`src/rtl/cmdeng_pkg.sv`:
```
package cmdeng_pkg;

    localparam int IDX_W       = 6;
    localparam int WORD_W      = 32;
    localparam int RESP_WORDS  = 4;
    localparam int PAYLOAD_W   = WORD_W * RESP_WORDS;
    localparam int LEN_W       = 5;
    localparam int SHORT_BYTES = WORD_W / 8;
    localparam int LONG_BYTES  = PAYLOAD_W / 8;

    // Field order follows the bit positions of the command register.
    typedef struct packed {
        logic             enable;     // bit 10
        logic             pending;    // bit 9
        logic             irq_wait;   // bit 8
        logic             long_resp;  // bit 7
        logic             want_resp;  // bit 6
        logic [IDX_W-1:0] index;      // bits 5:0
    } cmd_t;

    localparam int CMD_W = $bits(cmd_t);

    typedef struct packed {
        logic timeout;
        logic resp_end;
        logic sent;
    } flags_t;

    typedef enum logic [1:0] {
        OUT_SENT = 2'd0,
        OUT_RESP = 2'd1,
        OUT_TMO  = 2'd2
    } outcome_e;

    function automatic outcome_e classify(input cmd_t c, input logic [LEN_W-1:0] len);
        if (!c.want_resp)
            return OUT_SENT;
        if (len == LEN_W'(LONG_BYTES))
            return OUT_RESP;
        if (len == LEN_W'(SHORT_BYTES) && !c.long_resp)
            return OUT_RESP;
        return OUT_TMO;
    endfunction

    function automatic flags_t outcome_flags(input outcome_e o);
        flags_t f;
        f = '0;
        case (o)
            OUT_SENT: f.sent     = 1'b1;
            OUT_RESP: f.resp_end = 1'b1;
            default:  f.timeout  = 1'b1;
        endcase
        return f;
    endfunction

endpackage

```
`src/rtl/cmdeng_timer.sv`:
```
module cmdeng_timer #(
    parameter int TIMEOUT_CYCLES = 16
) (
    input  logic clk,
    input  logic rst,
    input  logic run,
    output logic expired
);
    localparam int CNT_W = $clog2(TIMEOUT_CYCLES + 1);

    logic [CNT_W-1:0] cnt;

    always_ff @(posedge clk) begin
        if (rst || !run)
            cnt <= '0;
        else
            cnt <= cnt + 1'b1;
    end

    assign expired = run && (cnt == CNT_W'(TIMEOUT_CYCLES - 1));

endmodule

```
`src/rtl/cmdeng_ctrl.sv`:
```
module cmdeng_ctrl
    import cmdeng_pkg::*;
(
    input  logic                     clk,
    input  logic                     rst,
    input  logic                     arg_wr,
    input  logic [WORD_W-1:0]        arg_wdata,
    input  logic                     cmd_wr,
    input  cmd_t                     cmd_wdata,
    input  logic                     reply_valid,
    input  logic [LEN_W-1:0]         reply_len,
    input  logic                     expired,
    output cmd_t                     cmd_q,
    output logic [WORD_W-1:0]        arg_launch,
    output logic                     busy,
    output flags_t                   flags,
    output logic                     capture
);
    logic [WORD_W-1:0] arg_q;
    outcome_e          outcome;
    logic              finish;

    assign outcome = classify(cmd_q, reply_len);
    assign finish  = busy && (reply_valid || expired);
    assign capture = busy && reply_valid && (outcome == OUT_RESP);

    always_ff @(posedge clk) begin
        if (rst)
            arg_q <= '0;
        else if (arg_wr)
            arg_q <= arg_wdata;
    end

    always_ff @(posedge clk) begin
        if (rst) begin
            cmd_q      <= '0;
            arg_launch <= '0;
            busy       <= 1'b0;
            flags      <= '0;
        end else if (!busy) begin
            if (cmd_wr) begin
                cmd_q <= cmd_wdata;
                if (cmd_wdata.enable) begin
                    if (cmd_wdata.pending) begin
                        cmd_q.enable <= 1'b0;
                    end else begin
                        busy       <= 1'b1;
                        flags      <= '0;
                        arg_launch <= arg_q;
                    end
                end
            end
        end else if (finish) begin
            busy         <= 1'b0;
            cmd_q.enable <= 1'b0;
            flags        <= reply_valid ? outcome_flags(outcome) : outcome_flags(OUT_TMO);
        end
    end

endmodule

```
`src/rtl/cmdeng_resp_store.sv`:
```
module cmdeng_resp_store
    import cmdeng_pkg::*;
(
    input  logic                             clk,
    input  logic                             rst,
    input  logic                             load,
    input  logic                             full,
    input  logic [PAYLOAD_W-1:0]             data,
    output logic [RESP_WORDS-1:0][WORD_W-1:0] words
);
    for (genvar i = 0; i < RESP_WORDS; i++) begin : g_word
        logic [WORD_W-1:0] slice;
        logic [WORD_W-1:0] next_val;

        assign slice = data[PAYLOAD_W-1-WORD_W*i -: WORD_W];

        if (i == 0) begin : g_first
            assign next_val = slice;
        end else if (i == RESP_WORDS - 1) begin : g_last
            assign next_val = full ? {slice[WORD_W-1:1], 1'b0} : '0;
        end else begin : g_mid
            assign next_val = full ? slice : '0;
        end

        always_ff @(posedge clk) begin
            if (rst)
                words[i] <= '0;
            else if (load)
                words[i] <= next_val;
        end
    end

endmodule

```
`src/rtl/cmdeng_top.sv`:
```
module cmdeng_top
    import cmdeng_pkg::*;
#(
    parameter int TIMEOUT_CYCLES = 16
) (
    input  logic          clk,
    input  logic          rst,
    input  logic          arg_wr,
    input  logic [31:0]   arg_wdata,
    input  logic          cmd_wr,
    input  logic [10:0]   cmd_wdata,
    output logic [10:0]   cmd_reg,
    output logic          card_req,
    output logic [5:0]    card_idx,
    output logic [31:0]   card_arg,
    input  logic          card_resp_valid,
    input  logic [4:0]    card_resp_len,
    input  logic [127:0]  card_resp_data,
    output logic [31:0]   resp_word0,
    output logic [31:0]   resp_word1,
    output logic [31:0]   resp_word2,
    output logic [31:0]   resp_word3,
    output logic          flag_sent,
    output logic          flag_resp_end,
    output logic          flag_timeout
);
    cmd_t                              cmd_q;
    flags_t                            flags;
    logic                              busy;
    logic                              expired;
    logic                              capture;
    logic [WORD_W-1:0]                 arg_launch;
    logic [RESP_WORDS-1:0][WORD_W-1:0] words;

    cmdeng_timer #(.TIMEOUT_CYCLES(TIMEOUT_CYCLES)) u_timer (
        .clk     (clk),
        .rst     (rst),
        .run     (busy),
        .expired (expired)
    );

    cmdeng_ctrl u_ctrl (
        .clk         (clk),
        .rst         (rst),
        .arg_wr      (arg_wr),
        .arg_wdata   (arg_wdata),
        .cmd_wr      (cmd_wr),
        .cmd_wdata   (cmd_t'(cmd_wdata)),
        .reply_valid (card_resp_valid),
        .reply_len   (card_resp_len),
        .expired     (expired),
        .cmd_q       (cmd_q),
        .arg_launch  (arg_launch),
        .busy        (busy),
        .flags       (flags),
        .capture     (capture)
    );

    cmdeng_resp_store u_store (
        .clk   (clk),
        .rst   (rst),
        .load  (capture),
        .full  (card_resp_len == LEN_W'(LONG_BYTES)),
        .data  (card_resp_data),
        .words (words)
    );

    assign cmd_reg       = cmd_q;
    assign card_req      = busy;
    assign card_idx      = cmd_q.index;
    assign card_arg      = arg_launch;
    assign resp_word0    = words[0];
    assign resp_word1    = words[1];
    assign resp_word2    = words[2];
    assign resp_word3    = words[3];
    assign flag_sent     = flags.sent;
    assign flag_resp_end = flags.resp_end;
    assign flag_timeout  = flags.timeout;

endmodule

```
`config.mk`:
```
export PLATFORM = sky130hd
export DESIGN_NAME = cmdeng_top
export DESIGN_NICKNAME = d
export VERILOG_FILES = /design/src/rtl/cmdeng_pkg.sv /design/src/rtl/cmdeng_timer.sv /design/src/rtl/cmdeng_ctrl.sv /design/src/rtl/cmdeng_resp_store.sv /design/src/rtl/cmdeng_top.sv
export SDC_FILE = /design/constraint.sdc
export NUM_CORES = 1
export LEC_CHECK = 0
export ABC_AREA = 1
export ABC_CLOCK_PERIOD_IN_PS = 2100
export CAP_MARGIN = 20
export CORE_AREA = 2 2 178 180
export CTS_CLUSTER_DIAMETER = 50
export DETAILED_ROUTE_END_ITERATION = 7
export DIE_AREA = 0 0 180 182
export PLACE_DENSITY_LB_ADDON = 0.1
export RECOVER_POWER = 100
export SETUP_SLACK_MARGIN = 0.2
export SLEW_MARGIN = 10
export SYNTH_ARGS = -nofsm -noshare
export SYNTH_HDL_FRONTEND = slang
export SYNTH_SLANG_ARGS = --single-unit
export TNS_END_PERCENT = 10
```
`constraint.sdc`:
```
create_clock -name clk -period 2.1 [get_ports clk]
set_input_delay 0.315 -clock clk [delete_from_list [all_inputs] [get_ports clk]]
set_output_delay 0.315 -clock clk [all_outputs]
set_load 0.01 [all_outputs]
```
**Yosys cells after proc, flatten, opt, wreduce, memory -nomap -nowiden**

Index checks and enable logic that the tools add are counted.

- Add/subtract/negate cells: 1
- Equal/unequal tests: 6
- Mux-type cells: 31
- Reduce and logical (&&, ||, !) cells: 17
- Bitwise gates (word level): 2

Operators by type and width:

| cell | count |
|---|---|
| 2-to-1 mux 32 bit | 3 |
| 2-to-1 mux 3 bit | 6 |
| 2-to-1 mux 1 bit | 15 |
| 2-to-1 mux 2 bit | 6 |
| 2-to-1 mux 11 bit | 1 |
| AND reduction 4 bit | 2 |
| adder 5 x 1 -> 5 bit (second input constant) | 1 |
| equality test 5 x 3 -> 1 bit (second input constant) | 1 |
| equality test 5 x 4 -> 1 bit (second input constant) | 1 |
| equality test 5 bit (second input constant) | 1 |
| logical AND 1 bit | 5 |
| AND reduction 2 bit | 2 |
| nonzero test 2 bit | 2 |
| equality test 2 x 1 -> 1 bit (second input constant) | 1 |
| logical NOT 1 bit | 2 |
| logical NOT 2 bit | 1 |
| logical OR 1 bit | 2 |
| inequality test 2 x 1 -> 1 bit (second input constant) | 1 |
| inequality test 2 bit (second input constant) | 1 |
| NOT 1 bit | 2 |
| OR reduction 2 bit | 1 |

- Word-level logic and storage cells: 74
- Bits in registers: 212
- Input port bits: 181
- Output and inout bits: 181

**Longest topological paths before layout**

Gate-level depths: netlist of the first run.

- Word-level depth: 14
- Depth in mapped cells: 9
- Gate-level depth less buffers: 9

**Cells and area by module**

Synthesis of the first run repeated with hierarchy kept, for this count alone.

- Cell total of the unflattened synthesis: 966
- Area, all modules: 7732.4 µm²

Modules (own cells, without submodules):

| module | cells each | area each (µm²) | times used |
|---|---|---|---|
| cmdeng_resp_store | 564 | 4633.2 | 1 |
| cmdeng_ctrl | 362 | 2824.0 | 1 |
| cmdeng_timer | 28 | 207.7 | 1 |
| cmdeng_top | 12 | 67.6 | 1 |

**Worst setup path before layout of the first run**

No wires, ideal clock.

- Path kind: reg2reg
- Start point: reg u_timer.cnt[0]
- End point: reg u_ctrl.flags[2] (netlist name)
- Data required time: 1.981 ns
- Slack: 0.656 ns
- Cell stages (with the launch flop): 9
- Period minus slack after synthesis: 1.444 ns
- Data arrival time: 1.325 ns
- Cell sequence: dfxtp_1 -> ha_1 -> nand2_1 -> nor2_1 -> ha_1 -> o21ai_0 -> nand2_1 -> o21ai_0 -> a21oi_1

- Word-level cells in the longest chain between the ends: 6

RTL lines:

| element | line | source |
|---|---|---|
| start, declared | cmdeng_timer.sv:11 | `logic [CNT_W-1:0] cnt;` |
| start signal, assigned | cmdeng_timer.sv:17 | `cnt <= cnt + 1'b1;` |
| equality test 5 x 4 -> 1 bit | cmdeng_timer.sv:20 | `assign expired = run && (cnt == CNT_W'(TIMEOUT_CYCLES - 1));` |
| logical AND 1 bit | cmdeng_timer.sv:20 |  |
| logical OR 1 bit | cmdeng_ctrl.sv:24 | `assign finish = busy && (reply_valid \|\| expired);` |
| logical AND 1 bit | cmdeng_ctrl.sv:24 |  |
| inequality test 2 bit (no line) | n/a |  |
| AND reduction 4 bit (no line) | n/a |  |

No other way between the ends.
A chain may end at the register's enable or synchronous reset.

**Worst setup path after layout of the first run**

- Start point: reg u_ctrl.busy
- End point: out card_req

RTL lines:

| element | line | source |
|---|---|---|
| start, declared | cmdeng_ctrl.sv:15 | `output logic busy,` |
| start signal, assigned | cmdeng_ctrl.sv:38 | `busy <= 1'b0;` |
| start signal, assigned | cmdeng_ctrl.sv:47 | `busy <= 1'b1;` |
| start signal, assigned | cmdeng_ctrl.sv:54 | `busy <= 1'b0;` |
| end, declared | cmdeng_top.sv:13 | `output logic card_req,` |

No word-level cell between the ends.

==> results of run 1 <==
## cells by family after synthesis
family	after synthesis
other	1
buffers and inverters	314
AO/OA/AOI/OAI	180
AND/OR/NAND/NOR	588
adder cells (fa/ha/maj)	2
flip-flops	211
## layer usage
metal / vias up / wire, um / share of wire
li1: 4506 / - / -
met5: - / 0 / 0
met2: 246 / 12600 / 0.46
met3: 40 / 2080 / 0.076
met1: 3585 / 12200 / 0.44
met4: 0 / 579 / 0.021
## sequential cells by signal, summed over array words and instances (netlist names)
signal	flops
u_store.words	127
u_ctrl.arg_launch	32
u_ctrl.arg_q	32
u_ctrl.cmd_q	11
u_timer.cnt	5
u_ctrl.flags	3
u_ctrl.busy	1
## synthesized netlist by cell type (2+ instances only)
cell        n
ha_1        2
inv_1     234
nor2_1    358
buf_1       2
nand3_1     7
a21oi_1    55
o21bai_1   47
dfxtp_1   211
o21ai_0    77
nand2_1   220
buf_2      22
buf_6      12
clkbuf_1   36
buf_4       8
## placed cells by master, fill, tap and decap left out
master,Yosys,routed
nand3_2,1,1
buf_4,8,9
ha_1,2,2
buf_12,0,7
clkdlybuf4s50_1,0,177
clkbuf_1,36,12
a21oi_1,55,55
nor3b_1,1,1
clkbuf_2,0,1
clkinv_2,0,5
clkinvlp_4,0,2
nand2_1,220,220
o21a_1,1,1
diode_2,0,1
conb_1,1,1
dfxtp_1,211,211
o21ai_0,77,77
inv_4,0,1
clkbuf_8,0,3
clkbuf_4,0,2
bufinv_16,0,5
clkbuf_16,0,37
nand3_1,7,6
clkinv_4,0,4
nand3_4,0,1
nor2_1,358,359
dlygate4sd3_1,0,182
o21bai_1,47,47
inv_6,0,1
inv_1,234,233
## timing repair
item	4_1_cts	5_1_grt
hold buffers	0	0
hold endpoints to repair	0	0
endpoints found under the setup margin	1	0
resized for setup	1	0
## area by class of cell
class / count / area (sq um)
diodes: 1 / 2.50
clock buffers: 43 / 978
clock inverters: 17 / 234
fillers: 3255 / 17000
inverters: 234 / 881
multi-input cells: 771 / 3290
flip-flops and latches: 211 / 4220
well taps: 402 / 503
repair buffers: 387 / 3850
## how the worst min path moves through the flow
stage / start / endpoint / slack [ps] / cells after the start
after global placement: u_timer.cnt[0] / u_timer.cnt[0] / 440 / 1
after detailed placement: u_timer.cnt[0] / u_timer.cnt[0] / 440 / 1
after CTS: arg_wdata[20] / u_ctrl.arg_q[20] / 380 / 3
after global routing: card_resp_data[107] / u_store.words[11] / 400 / 3
after floorplan: u_timer.cnt[0] / u_timer.cnt[0] / 420 / 1
final: card_resp_data[107] / u_store.words[11] / 400 / 3
## power by group through the flow
stage | sequential, mW | clock [mW] | combinational, mW
3_3_place_gp | 4.23 | 0 | 0.856
3_5_place_dp | 4.23 | 0 | 0.856
2_1_floorplan | 4.25 | 0 | 0.286
6_report | 4.15 | 5.90 | 0.819
5_1_grt | 4.16 | 6.27 | 0.909
4_1_cts | 4.15 | 6.09 | 0.863
==> impl_summary.log, run 1 <==
[metrics] status: complete, no violations
[metrics] DR pass1 iterations: 5
[metrics] Worst EP arrival: 1590 ps
[metrics] synthesized-area fraction occupied by and/or/nand/nor cells: 0.252
[metrics] Layout Cell Area excl Fill: 14000 sq um
[metrics] largest family of logic cells by synthesized area: simple AND/OR/NAND/NOR gates
[metrics] portion of synthesized cell area occupied by the leading cell type: 0.478
[metrics] measured slew at the worst slew-check pin: 1110 ps
[metrics] Synth cell types: 19
[metrics] worst hold slack after final layout: 405 ps
[metrics] biggest cell delay along the critical path: 620 ps
[metrics] post-detailed-placement cell area: 12800 sq um
[metrics] sequential-to-total area share from yosys stat: 0.478
[metrics] worst setup slack after layout: 196 ps
[metrics] cell breakdown of the critical path: clkdlybuf4s50_1
[metrics] pre-CTS setup slack: 31.1 ps
[metrics] total count of max-transition violations in the final report: 0
[metrics] required time at the endpoint of the critical path: 1780 ps
[metrics] logic gate share of total power: 0.075
[metrics] met2 global-route usage: 0.274
[metrics] share of total power in sequential cells: 0.382
[metrics] Max stage delay cell, worst path: clkdlybuf4s50_1
[metrics] area of the core: 31000 sq um
[metrics] layout cell share with drive strength beyond 1: 0.0475
[metrics] Die Height: 182 um
[metrics] critical path start-end classification: reg2out
[metrics] first-pass GRT wire length: 43700 um
[metrics] post-synthesis instance total: 1296
[metrics] net switching component of the power: 2.36 mW
[metrics] Fin Setup TNS: 0 ps
[metrics] wire length per cell after detailed routing: 13.3 um
[metrics] max capacitance violation total: 0
[metrics] number of post-CTS setup repair buffers: 0
[metrics] cell types with the largest area share after synthesis: dfxtp_1 48%, nor2_1 15%, inv_1 9.9%, nand2_1 9.4%, o21ai_0 4.4%
[metrics] worst-skew pair later-pin latency: 490 ps
[metrics] multiplexer share of the synthesized area: 0
[metrics] end-of-flow core utilization: 0.451
[metrics] Post-Syn Area: 8830 sq um
[metrics] min Tclk post-route: 1900 ps
[metrics] clock share of power: 0.543
[metrics] net switching share of the total power: 0.218
[metrics] Max Clock Skew: 15.0 ps
[metrics] critical path endpoint category: output port
[metrics] min-delay worst type: in2reg
[metrics] gate family responsible for the most delay along the worst path: buffers and inverters
[metrics] Yosys warnings: 0
[metrics] residual DRC count: 0
[metrics] clock tree from TritonCTS: done
[metrics] total instance count after detailed placement: 2005
[metrics] library cell with the largest summed area after synthesis: dfxtp_1
[metrics] PD cells: 778 nW/um^2
[metrics] num ports: 362
[metrics] clock transition at the registers of the reported paths: 50 ps
[metrics] reg-to-reg startpoint: u_timer.cnt[0]
[metrics] Cell Int Power: 8.50 mW
[metrics] via count of the first global-routing pass: 8138
[metrics] Initial DRC Count: 293
[metrics] met1 Track Usage GR: 0.200
[metrics] Die X-Extent: 180 um
[metrics] Synth Area in Compound Gates: 0.116
[metrics] CTS sink count: 211
[metrics] number of endpoints failing setup at the final stage: 0
[metrics] remaining antenna violation count after routing: 0
[metrics] Critical Path Sink: card_req
[metrics] Initial Utilization: 0.285
[metrics] unrepaired setup endpoints after global routing: false
[metrics] R2R Path End: u_ctrl.flags[0]
[metrics] largest net degree at the start of global routing: 57
[metrics] net count of the mapped netlist: 1479
[metrics] Slew headroom: 0.259
[metrics] H-tree depth: 2
[metrics] Root Buffer: clkbuf_16
[metrics] number of failing hold endpoints at the final stage: 0
[metrics] Mapped Avg Cell Area: 6.81 sq um
[metrics] synthesis-to-layout area growth: 58.2%
[metrics] largest fanout of any net on the critical path: 7
[metrics] FF-to-FF path depth: 9
[metrics] detailed placer's ending HPWL: 18900 um
[metrics] fraction of synthesized cell area in xor and xnor cells: 0
[metrics] maximum clock insertion buffer count: 3
[metrics] launching element of the worst setup path: u_ctrl.busy
[metrics] Worst VDD drop: 0.559 mV
[metrics] Fmax: 525 MHz
[metrics] total number of cells along the worst setup path: 1
[metrics] most used flip-flop cell after synthesis: dfxtp_1
[metrics] global routing met3 resource utilization: 0.0544
[metrics] buffers and inverters on the worst path: 1
[metrics] slack of the worst reg-to-reg path: 470 ps
[metrics] total clock buffers created by CTS: 34
[metrics] antenna violations before repair: 1
[metrics] count of input and output buffers: 359
[metrics] final wirelength: 27500 um
[metrics] Non-Filler Instances: 2066
[metrics] global route total overflow: 0
[metrics] via/cell ratio: 4.05
[metrics] leakage power: 6.91 nW
[metrics] Post-synth EDFFs: 0
[metrics] final weighted congestion of routability-driven global placement: 0.751
[metrics] number of nets in the final layout: 1822
[metrics] post-synthesis async set-or-reset flop share: 0
[metrics] die area: 32800 sq um
[metrics] GRT Resource Usage Total: 0.164
[metrics] flip-flop and latch count after synthesis: 211
[metrics] adder and majority gate portion of the synthesized area: 0.00283
[metrics] count of vias placed by the detailed router: 8377
[metrics] portion of the clock cycle consumed by the worst path in the final layout: 0.907
[metrics] routing layer with the top usage in global route: met2
[metrics] type of element launching the critical path: register
[metrics] number of standard-cell rows in the floorplan: 65
[metrics] overall power consumption: 10.9 mW
Note: power is estimated with default switching activity, not from simulation.
==> inputs of run 2 (changes only) <==
--- a/config.mk
+++ b/config.mk
@@ -10,6 +10,7 @@
 export CAP_MARGIN = 20
 export CORE_AREA = 2 2 178 180
 export CTS_CLUSTER_DIAMETER = 50
+export CTS_CLUSTER_SIZE = 16
 export DETAILED_ROUTE_END_ITERATION = 7
 export DIE_AREA = 0 0 180 182
 export PLACE_DENSITY_LB_ADDON = 0.1
==> run 2 against run 1 <==
Effect of this change:
- wire length fell by 0.38%
- die area did not move
- sequential cell count did not move
- clock skew rose by 5.6 ps
- global-route usage barely moved
- non-clock buffer count did not move
- sequential share of layout area barely moved
- critical endpoint unchanged
- highest routed layer unchanged
==> impl_summary.log, run 2 (synthesized netlist as in run 1, its figures left out) <==
[metrics] status: complete, no violations (unchanged)
[metrics] max capacitance violation total: 0 (unchanged)
[metrics] total clock buffers created by CTS: 34 (unchanged)
[metrics] reg-to-reg startpoint: u_timer.cnt[0] (unchanged)
[metrics] leakage power: 6.90 nW (was 6.91 nW)
[metrics] most common cell after layout, fill and taps aside: nor2_1 (unchanged)
[metrics] residual DRC count: 0 (unchanged)
[metrics] portion of the clock cycle consumed by the worst path in the final layout: 0.904 (was 0.907)
[metrics] largest fanout of any net on the critical path: 7 (unchanged)
[metrics] area of the core: 31000 sq um (unchanged)
[metrics] first-pass GRT wire length: 43800 um (was 43700 um)
[metrics] Min-Delay Path Depth: 3 (unchanged)
[metrics] maximum clock insertion buffer count: 3 (unchanged)
[metrics] remaining antenna violation count after routing: 0 (unchanged)
[metrics] clock transition at the registers of the reported paths: 60 ps (was 50 ps)
[metrics] count of input and output buffers: 359 (unchanged)
[metrics] antenna violations before repair: 1 (unchanged)
[metrics] worst-skew pair later-pin latency: 490 ps (about the same)
[metrics] num ports: 362 (unchanged)
[metrics] detailed placer's ending HPWL: 18900 um (unchanged)
[metrics] number of endpoints failing setup at the final stage: 0 (unchanged)
[metrics] die area: 32800 sq um (unchanged)
[metrics] H-tree depth: 2 (unchanged)
[metrics] flip-flop count of the largest register after layout: 127 (unchanged)
[metrics] clock tree from TritonCTS: done (unchanged)
[metrics] count of vias placed by the detailed router: 8398 (was 8377)
[metrics] cell breakdown of the critical path: clkdlybuf4s50_1 (unchanged)
[metrics] Initial Utilization: 0.285 (unchanged)
[metrics] FF-to-FF path depth: 9 (unchanged)
[metrics] via count of the first global-routing pass: 8105 (was 8138)
[metrics] slack of the worst reg-to-reg path: 470 ps (about the same)
[metrics] end-of-flow core utilization: 0.450 (was 0.451)
[metrics] unrepaired setup endpoints after global routing: false (unchanged)
[metrics] critical path endpoint category: output port (unchanged)
[metrics] HP Start: arg_wdata[20] (was card_resp_data[107])
[metrics] R2R Path End: u_ctrl.flags[0] (unchanged)
[metrics] required time at the endpoint of the critical path: 1780 ps (about the same)
[metrics] number of hold buffers added after cts: 0 (unchanged)
[metrics] biggest cell delay along the critical path: 620 ps (about the same)
[metrics] synthesis-to-layout area growth: 58.0% (was 58.2%)
[metrics] wire length per cell after detailed routing: 13.2 um (was 13.3 um)
[metrics] Worst VDD drop: 0.576 mV (was 0.559 mV)
[metrics] Largest regs: u_store.words x127, u_ctrl.arg_launch x32, u_ctrl.arg_q x32 (unchanged)
[metrics] Root Buffer: clkbuf_16 (unchanged)
[metrics] register with the most flip-flops: u_store.words (unchanged)
[metrics] measured slew at the worst slew-check pin: 1100 ps (was 1110 ps)
[metrics] Sequential cell area: 4220 sq um (unchanged)
[metrics] layout cell share with drive strength beyond 1: 0.0486 (was 0.0475)
[metrics] min Tclk post-route: 1900 ps (about the same)
[metrics] total count of max-transition violations in the final report: 0 (unchanged)
[metrics] gate family responsible for the most delay along the worst path: buffers and inverters (unchanged)
[metrics] DR pass1 iterations: 4 (was 5)
[metrics] critical path start-end classification: reg2out (unchanged)
[metrics] global route total overflow: 0 (unchanged)
[metrics] PD cells: 767 nW/um^2 (was 778 nW/um^2)
[metrics] final weighted congestion of routability-driven global placement: 0.751 (unchanged)
[metrics] fill cell total of the finished layout: 3245 (was 3255)
[metrics] area occupied by multi-input gates: 3290 sq um (unchanged)
[metrics] GRT Resource Usage Total: 0.164 (about the same)
[metrics] Fin Setup TNS: 0 ps (unchanged)
[metrics] Die Height: 182 um (unchanged)
[metrics] Max stage delay cell, worst path: clkdlybuf4s50_1 (unchanged)
[metrics] type of element launching the critical path: register (unchanged)
[metrics] Initial DRC Count: 318 (was 293)
[metrics] number of standard-cell rows in the floorplan: 65 (unchanged)
[metrics] number of failing hold endpoints at the final stage: 0 (unchanged)
[metrics] Die X-Extent: 180 um (unchanged)
[metrics] min-delay worst type: in2reg (unchanged)
[metrics] CTS sink count: 211 (unchanged)
[metrics] Fmax: 527 MHz (was 525 MHz)
[metrics] final wirelength: 27400 um (was 27500 um)
[metrics] number of nets in the final layout: 1822 (unchanged)
[metrics] number of post-CTS setup repair buffers: 0 (unchanged)
[metrics] Max Clock Skew: 20.6 ps (was 15.0 ps)
[metrics] most frequent cells in the layout: 359 x nor2_1, 233 x inv_1, 220 x nand2_1 (unchanged)
[metrics] Layout Cell Area excl Fill: 13900 sq um (was 14000 sq um)
[metrics] largest net degree at the start of global routing: 57 (unchanged)
[metrics] Worst Hold Path EP: u_ctrl.arg_q[20] (was u_store.words[11])
[metrics] via/cell ratio: 4.06 (was 4.05)
[metrics] buffers and inverters on the worst path: 1 (unchanged)
[metrics] quantity of gates resized following cts: 1 (unchanged)
[metrics] post-detailed-placement cell area: 12800 sq um (unchanged)
[metrics] Worst EP arrival: 1580 ps (was 1590 ps)
[metrics] Slew headroom: 0.267 (was 0.259)
run 2: layer usage:
layer  share of wire  track usage  vias up
li1                -            -     4511
met1            0.45        0.202     3618
met2            0.46        0.274      236
met3           0.075       0.0548       33
met4           0.019       0.0475        0
met5               0            0        -
run 2: how the worst max path moves through the flow:
stage               depth (start not counted)        startpoint           endpoint
finish                                      1       u_ctrl.busy           card_req
global route                                1       u_ctrl.busy           card_req
CTS                                         1       u_ctrl.busy           card_req
detailed placement                          9  card_resp_len[1]  u_store.words[23]
global placement                            9  card_resp_len[1]  u_store.words[23]
floorplan                                   8    u_timer.cnt[0]    u_ctrl.flags[2]
run 2: area by class of cell:
class | instances | area share
well taps | 402 | 0.0361
inverters | 234 | 0.0632
repair buffers | 387 | 0.276
multi-input cells | 771 | 0.236
clock buffers | 45 | 0.0721
flip-flops and latches | 211 | 0.303
clock inverters | 17 | 0.0135
diodes | 1 | 0.000179
run 2: metrics by stage:
stage / std cells / power [mW] / worst slack (ps) / hold WS [ps]
final: 2068 / 10.7 / 201 / 405
after global routing: 2068 / 11.2 / 141 / 396
after CTS: 2067 / 10.9 / 285 / 375
after detailed placement: 2005 / 5.09 / 31.1 / 443
after global placement: 2005 / 5.09 / 61.9 / 437
after floorplan: 1296 / 4.54 / 656 / 418
run 2: report_power, final:
| part | internal [mW] | total (mW) | switching [mW] |
|---|---|---|---|
| clock network | 3.68 | 5.74 | 2.07 |
| logic | 0.477 | 0.816 | 0.339 |
| registers | 4.10 | 4.15 | 0.0435 |
| total | 8.25 | 10.7 | 2.45 |
==> inputs of run 3 (changes only) <==
--- a/config.mk
+++ b/config.mk
@@ -16,6 +16,7 @@
 export PLACE_DENSITY_LB_ADDON = 0.1
 export RECOVER_POWER = 100
 export SETUP_SLACK_MARGIN = 0.2
+export SKIP_LAST_GASP = 1
 export SLEW_MARGIN = 10
 export SYNTH_ARGS = -nofsm -noshare
 export SYNTH_HDL_FRONTEND = slang
==> results of run 3 <==
The final DEF is identical to that of run 2; final timing and power are the same.
